==> config.mk <==
export PLATFORM = sky130hd
export DESIGN_NAME = host_cmd_spi_bridge
export DESIGN_NICKNAME = d
export VERILOG_FILES = /design/src/rtl/host_cmd_spi_bridge.sv
export SDC_FILE = /design/constraint.sdc
export NUM_CORES = 1
export LEC_CHECK = 0
export BUFFER_PORTS_ARGS = -buffer_cell sky130_fd_sc_hd__buf_4
export CAP_MARGIN = 20
export CORE_ASPECT_RATIO = 0.6
export CORE_MARGIN = 3
export CORE_UTILIZATION = 40
export DETAILED_ROUTE_END_ITERATION = 12
export PLACE_DENSITY = 0.75
export SYNTH_ARGS = -nofsm -noshare
export SYNTH_HDL_FRONTEND = slang
export SYNTH_SLANG_ARGS = --single-unit
==> constraint.sdc <==
create_clock -name clk -period 2.2 [get_ports clk]
set_clock_uncertainty 0.2 [all_clocks]
set_input_delay 0.55 -clock clk [delete_from_list [all_inputs] [get_ports clk]]
set_output_delay 0.55 -clock clk [all_outputs]
set_load 0.01 [all_outputs]
==> src/rtl/host_cmd_spi_bridge.sv <==
module host_cmd_spi_bridge #(
  parameter int NUM_BOARDS = 12,
  parameter int CLK_DIV    = 4
) (
  input  logic                  clk,
  input  logic                  rst_n,
  input  logic                  pkt_valid,
  input  logic [31:0]           cmd_word,
  input  logic [31:0]           data_word,
  output logic [3:0]            en_we,
  output logic [23:0]           en_wdata,
  output logic [NUM_BOARDS-1:0] spi_cs_n,
  output logic                  spi_sclk,
  output logic                  spi_mosi,
  output logic                  busy,
  output logic                  overrun
);
  localparam int HALF = CLK_DIV / 2;
  localparam int CW   = (HALF > 1) ? $clog2(HALF) : 1;
  localparam logic [7:0] NB8 = 8'(NUM_BOARDS);
  localparam logic [CW-1:0] HLAST = CW'(HALF - 1);

  logic [7:0]            dest, op;
  logic                  frame_ok, accept, spi_go, reg_go;
  logic [NUM_BOARDS-1:0] sel;
  logic                  act;
  logic [CW-1:0]         cnt;
  logic [4:0]            bitcnt;
  logic [23:0]           sh;

  assign dest     = cmd_word[23:16];
  assign op       = cmd_word[15:8];
  assign frame_ok = (cmd_word[31:24] == 8'hAA) && (cmd_word[7:0] == 8'h00) &&
                    (data_word[31:24] == 8'h00);
  assign accept   = pkt_valid && !act && frame_ok;
  assign spi_go   = accept && (op == 8'h80) && (dest != 8'd0) && (dest <= NB8);
  assign reg_go   = accept && (dest == 8'd0) && (op >= 8'd5) && (op <= 8'd8);

  always_comb
    for (int i = 0; i < NUM_BOARDS; i++) sel[i] = (dest == 8'(i + 1));

  assign busy     = act;
  assign spi_mosi = act & sh[23];

  always_ff @(posedge clk or negedge rst_n)
    if (!rst_n) begin
      en_we    <= '0;
      en_wdata <= '0;
    end else begin
      en_we <= '0;
      if (reg_go) begin
        en_we    <= 4'b0001 << op[1:0] - 2'd1;
        en_wdata <= data_word[23:0];
      end
    end

  always_ff @(posedge clk or negedge rst_n)
    if (!rst_n)                overrun <= 1'b0;
    else if (pkt_valid && act) overrun <= 1'b1;

  always_ff @(posedge clk or negedge rst_n)
    if (!rst_n) begin
      act <= 1'b0; spi_cs_n <= '1; spi_sclk <= 1'b0;
      cnt <= '0; bitcnt <= '0; sh <= '0;
    end else if (spi_go) begin
      act <= 1'b1; spi_cs_n <= ~sel; spi_sclk <= 1'b0;
      cnt <= '0; bitcnt <= '0; sh <= data_word[23:0];
    end else if (act) begin
      if (cnt == HLAST) begin
        cnt <= '0;
        if (!spi_sclk) spi_sclk <= 1'b1;
        else begin
          spi_sclk <= 1'b0;
          if (bitcnt == 5'd23) begin
            act      <= 1'b0;
            spi_cs_n <= '1;
          end else begin
            bitcnt <= bitcnt + 5'd1;
            sh     <= {sh[22:0], 1'b0};
          end
        end
      end else cnt <= cnt + CW'(1);
    end
endmodule


Word level (Yosys, flattened, before mapping)
Cells that the tools add are included.
W data, S select, Z words.
{"block": "totals", "register_bits": 73, "out_inout_bits": 44, "wordCells": 85}
{"block": "classes", "addsub": 3, "n_lt_le_gt_ge": 3, "eq_ne": 16, "n_shift": 1, "n_mux": 28, "bitwise": 2, "n_reduce_logical": 23}
{"op": "$mux W24", "n": 5}
{"op": "$mux W12", "n": 5}
{"op": "$eq A8 B4 Y1 const B", "n": 5}
{"op": "$eq A8 B3 Y1 const B", "n": 4}
{"op": "$mux W5", "n": 5}
{"op": "$logic_not A8 Y1", "n": 3}
{"op": "$eq A8 B2 Y1 const B", "n": 2}
{"op": "$eq A8 B8 Y1 const B", "n": 2}
{"op": "$le A8 B4 Y1 const B", "n": 2}
{"op": "$mux W1", "n": 12}
{"op": "$not A12 Y12", "n": 1}
{"op": "$logic_and A1 B1 Y1", "n": 11}
{"op": "$eq A8 B1 Y1 const B", "n": 1}
{"op": "$ge A8 B3 Y1 const B", "n": 1}
{"op": "$reduce_and A4 Y1", "n": 2}
{"op": "$reduce_bool A2 Y1", "n": 4}
{"op": "$reduce_bool A8 Y1", "n": 1}
{"op": "$add A5 B1 Y5 const B", "n": 1}
{"op": "$eq A5 B5 Y1 const B", "n": 1}
{"op": "$mux W4", "n": 1}
{"op": "$shl A1 B2 Y4 const A", "n": 1}
{"op": "$ne A2 B2 Y1 const B", "n": 1}
{"op": "$reduce_and A2 Y1", "n": 1}
{"op": "$sub A2 B1 Y2 const B", "n": 1}
{"op": "3 further kinds", "n": 3}

Depth between registers and ports, before layout
{"block": "depth", "depth_word": 9, "depth_mapped": 7, "depth_no_buf": 6}

Least setup slack after synthesis
Ideal clock, no wire load.
{"block": "synth_timing", "path_type": "in2reg", "startpoint": "input cmd_word[21]", "endpoint": "register en_wdata[0]", "setup_time_ns": 0.125, "arrival_time_ns": 1.999, "slack_ns": -0.124, "stages": 5, "cell_sequence": "or4_4 > nor4_4 > nand4_2 > buf_6 > mux2_4"}
{"block": "synth_between", "elab_chain_len": 4}
{"item": "start, declared", "line_no": "8", "source": "input logic [31:0] cmd_word,"}
{"item": "$logic_not A8 Y1", "line_no": "37", "source": "assign reg_go = accept && (dest == 8'd0) && (op >= 8'd5) && (op <= 8'd8);"}
{"item": "$logic_and A1 B1 Y1 (3 in series)", "line_no": "37"}
{"item": "end signal, assigned", "line_no": "53", "source": "en_wdata <= data_word[23:0];"}
{"item": "end, declared", "line_no": "11", "source": "output logic [23:0] en_wdata,"}
Every way passes these cells.
A chain may end at the register's enable or synchronous reset.

Worst setup path in the final report
{"block": "layout_timing", "startpoint": "input cmd_word[21]", "endpoint": "register sh[8]"}
{"block": "layout_between", "elab_chain_len": 5}
{"item": "branches (longest 2 deep; another with $le A8 B4 Y1)"}
{"item": "$logic_and A1 B1 Y1 (*)", "line_no": "36", "source": "assign spi_go = accept && (op == 8'h80) && (dest != 8'd0) && (dest <= NB8);"}
{"item": "$ne A2 B2 Y1 (no source line) / $reduce_bool A2 Y1 (equally long branches)"}
{"item": "$reduce_and A4 Y1 (no source line)"}
{"item": "end signal, assigned", "line_no": "79", "source": "sh <= {sh[22:0], 1'b0};"}
{"item": "end, declared", "line_no": "29", "source": "logic [23:0] sh;"}
Mark *: on every way between the ends.

==> flow_summary.rst <==
.. list-table::
   :header-rows: 1

   * - Metric
     - Value
   * - Result of the run
     - finished, final reports clean
   * - Peak ir drop on the vdd network
     - 0.419 mV
   * - Distinct cell type count after synthesis
     - between 40 and 50
   * - Max-slew headroom at the worst pin
     - 0.781
   * - Min Tclk post-route
     - 2.18 ns
   * - Number of enable-type register cells in the synthesized netlist
     - 0
   * - Width of the chip
     - 126 um
   * - Number of I/O port buffers
     - 110
   * - Hold Path Class
     - input port to flip-flop
   * - Timing-limited maximum frequency
     - ~460 MHz
   * - Synth Instances
     - around 290
   * - Layout cells sized above 1
     - 0.478
   * - Die footprint
     - around 0.0098 mm2
   * - Crit path kind
     - input port to flip-flop
   * - Unrepaired setup endpoints after global routing
     - true
   * - Residual overflow from global routing
     - 0
   * - Max_cap viols
     - 0
   * - Max-slew violation count
     - 0
   * - Routed wire per std cell
     - 16.2 um
   * - Via count
     - around 2800
   * - Proportion of netlist area held by the largest area contributor
     - 0.445
   * - # nets final
     - 479
   * - Clock Latency Late Sink
     - 0.33 ns
   * - Max clock buf depth
     - 2
   * - Req. time, crit path
     - between 2 and 2.5 ns
   * - Post-synthesis sequential area ratio
     - 0.537
   * - Total routing resource utilization after global routing
     - 0.179
   * - Post-synthesis async set-or-reset flop share
     - 1.00
   * - Least-Margin Pin Slew
     - around 0.33 ns
   * - Std-Cell Core Area
     - 0.00810 mm2
   * - First-pass GRT wire length
     - between 10 and 15 mm
   * - Height of the die
     - slightly below 80 um
   * - RePlAce Congestion
     - ~0.77
   * - Avg Vias per Cell
     - ~5.3
   * - Iteration count of the initial detailed-routing pass
     - 4
   * - Power Dens Cells
     - 607 mW/mm2
   * - I/O pin cnt
     - roughly 110
   * - Cell at the root of the clock tree
     - sky130_fd_sc_hd__clkbuf_16
   * - Diodes inserted
     - 0
   * - Leading area contributor after synthesis
     - sky130_fd_sc_hd__dfrtp_1
   * - Number of nets with antenna violations after detailed routing
     - 0
   * - Period Utilization, post-route
     - 0.989
   * - Critical path endpoint category
     - flip-flop
   * - Final Hold Violating Endpoints
     - 0
   * - Remaining routing DRC violations
     - 0
   * - Power, Total
     - about 3 mW
   * - Setup violation total in the final timing report
     - 0
   * - CTS buffer count
     - 9
   * - Starting density of the core
     - 0.423
   * - Area growth from synthesis to layout
     - 42.0%
   * - # rows
     - 25
   * - Via count of the first global-routing pass
     - ~2700
   * - Mapped Avg Cell Area
     - between 10 and 15 um2
   * - Register bit count reported by yosys
     - 73
   * - Area contributors post-synth
     - sky130_fd_sc_hd__dfrtp_1, sky130_fd_sc_hd__dfstp_2, sky130_fd_sc_hd__mux2_4
   * - Synthesized net count
     - 353
   * - Fill cell count
     - 676
   * - Half-perimeter wire length after placement
     - 6.17 mm
   * - Num Clock Sinks
     - 73
   * - Post-Route WL
     - approximately 8.5 mm
   * - Drt first-iter violations
     - 200
   * - Antenna violations before repair
     - 0
   * - Maximum number of pins on one net before global-route repair
     - 45
   * - Worst hold slack
     - approximately 0.23 ns
   * - Leading cell type by number of instances after synthesis
     - sky130_fd_sc_hd__dfrtp_1
   * - Arrival time at the worst endpoint
     - 2.21 ns
   * - Total standard cell area after synthesis
     - between 0.003 and 0.004 mm2
   * - Ranking of synthesized cells by instance count
     - sky130_fd_sc_hd__dfrtp_1, sky130_fd_sc_hd__o21ai_0, sky130_fd_sc_hd__mux2i_1, sky130_fd_sc_hd__o211ai_1, sky130_fd_sc_hd__mux2_4
   * - Pleak
     - between 2 and 2.5 nW
   * - Launching element type of the critical path
     - input port
   * - Maximum level of the CTS H-tree
     - 3
   * - Crit-path max FO
     - 22
   * - Yosys warning count
     - 0
   * - CTS tree
     - built
   * - Clock input transition at the sequential cells of the worst setup and hold paths
     - about 0.05 ns
   * - Area used by multi-input combinational logic
     - about 0.0015 mm2
   * - Most used DFF post-synth
     - sky130_fd_sc_hd__dfrtp_1
   * - Area taken by flip-flops and latches
     - between 0.0015 and 0.002 mm2
per-stage QoR:
| stage | worst slack (ns) | instance area (um2) | instances | setup TNS, ns | utilization |
|---|---|---|---|---|---|
| global route | -0.0517 | 4870 | 524 | -0.261 | 0.601 |
| finish | 0.0234 | 4870 | 524 | 0 | 0.601 |
| floorplan | -0.110 | 3500 | 285 | -2.64 | - |
| global placement | -0.253 | 4520 | 505 | -14.24 | 0.558 |
| detailed placement | -0.325 | 4520 | 505 | -17.75 | 0.558 |
| CTS | 0.0257 | 4820 | 522 | 0 | 0.596 |
report_power, final:
part / internal [mW] / switching [mW] / leakage, nW / total, mW
registers: 1.34 / 0.0000000469 / 0.899 / 1.34
clock network: 0.904 / 0.531 / 0.142 / 1.43
logic: 0.0994 / 0.0760 / 1.18 / 0.175
total: 2.35 / 0.607 / 2.22 / 2.95
repair_timing:
item	CTS	global route
setup buffers	0	1
resized for setup	0	4
endpoints found under the setup margin	0	50
hold endpoints to repair	4	0
hold buffers	1	0
state kept, by name (all words and copies together) (netlist names):
| signal | flops |
|---|---|
| overrun | 1 |
| spi_sclk | 1 |
| busy | 1 |
| spi_cs_n | 12 |
| bitcnt | 5 |
| en_we | 4 |
| cnt | 1 |
| sh | 24 |
| en_wdata | 24 |
cells in the final DEF (no fill, tap or decap), drive strengths merged, types with 5 or more instances in the layout:
master,n
a31oi,9
nor3,17
nand2,10
nor4,5
mux2,24
buf,131
o21ai,27
dfstp,12
o211ai,23
mux2i,23
clkbuf,12
nor2,14
dfrtp,61
cell type report:
type                            count  area share
Timing Repair Buffer              133       0.221
Clock buffer                       11      0.0498
Multi-Input combinational cell    191       0.310
Tap cell                          108      0.0277
Inverter                            3     0.00231
Clock inverter                      5      0.0113
Sequential cell                    73       0.378
worst paths after layout:
kind	slack (ns)	cells after the start	endpoint	from
max in group asynchronous	0.78	3	en_wdata[8]$_DFFE_PN0P_	rst_n
min	0.23	2	overrun$_DFFE_PN0P_	pkt_valid
max	0.02	7	sh[8]$_DFFE_PN0P_	cmd_word[21]
min reg2reg	0.26	1	overrun$_DFFE_PN0P_	overrun$_DFFE_PN0P_
min in group asynchronous	0.43	2	en_we[0]$_DFF_PN0_	rst_n
max reg2reg	0.11	6	en_wdata[2]$_DFFE_PN0P_	busy$_DFF_PN0_
worst max-delay path, cell delays in order:
cell                       delay, ns
sky130_fd_sc_hd__buf_4          0.11
sky130_fd_sc_hd__or4_4          0.55
sky130_fd_sc_hd__nor4_4         0.23
sky130_fd_sc_hd__and4bb_4       0.36
sky130_fd_sc_hd__buf_12         0.19
sky130_fd_sc_hd__o211ai_1       0.11
sky130_fd_sc_hd__o21ai_0        0.10
metal layers:
metal,up-vias,track usage,routed length (um)
met2,77,0.267,3960
met5,-,0,0
li1,1317,-,-
met4,0,0.0455,87
met1,1374,0.254,3940
met3,9,0.0578,485
cells by family after synthesis:
family | Yosys count | synth area share
simple gates | 72 | 0.121
mux | 47 | 0.168
flops | 73 | 0.537
xor+xnor | 5 | 0.0128
compound gates | 66 | 0.120
fa+ha+maj | 1 | 0.00365
buf+inv | 21 | 0.0376
No activity file was read; power rests on OpenSTA's default activity.
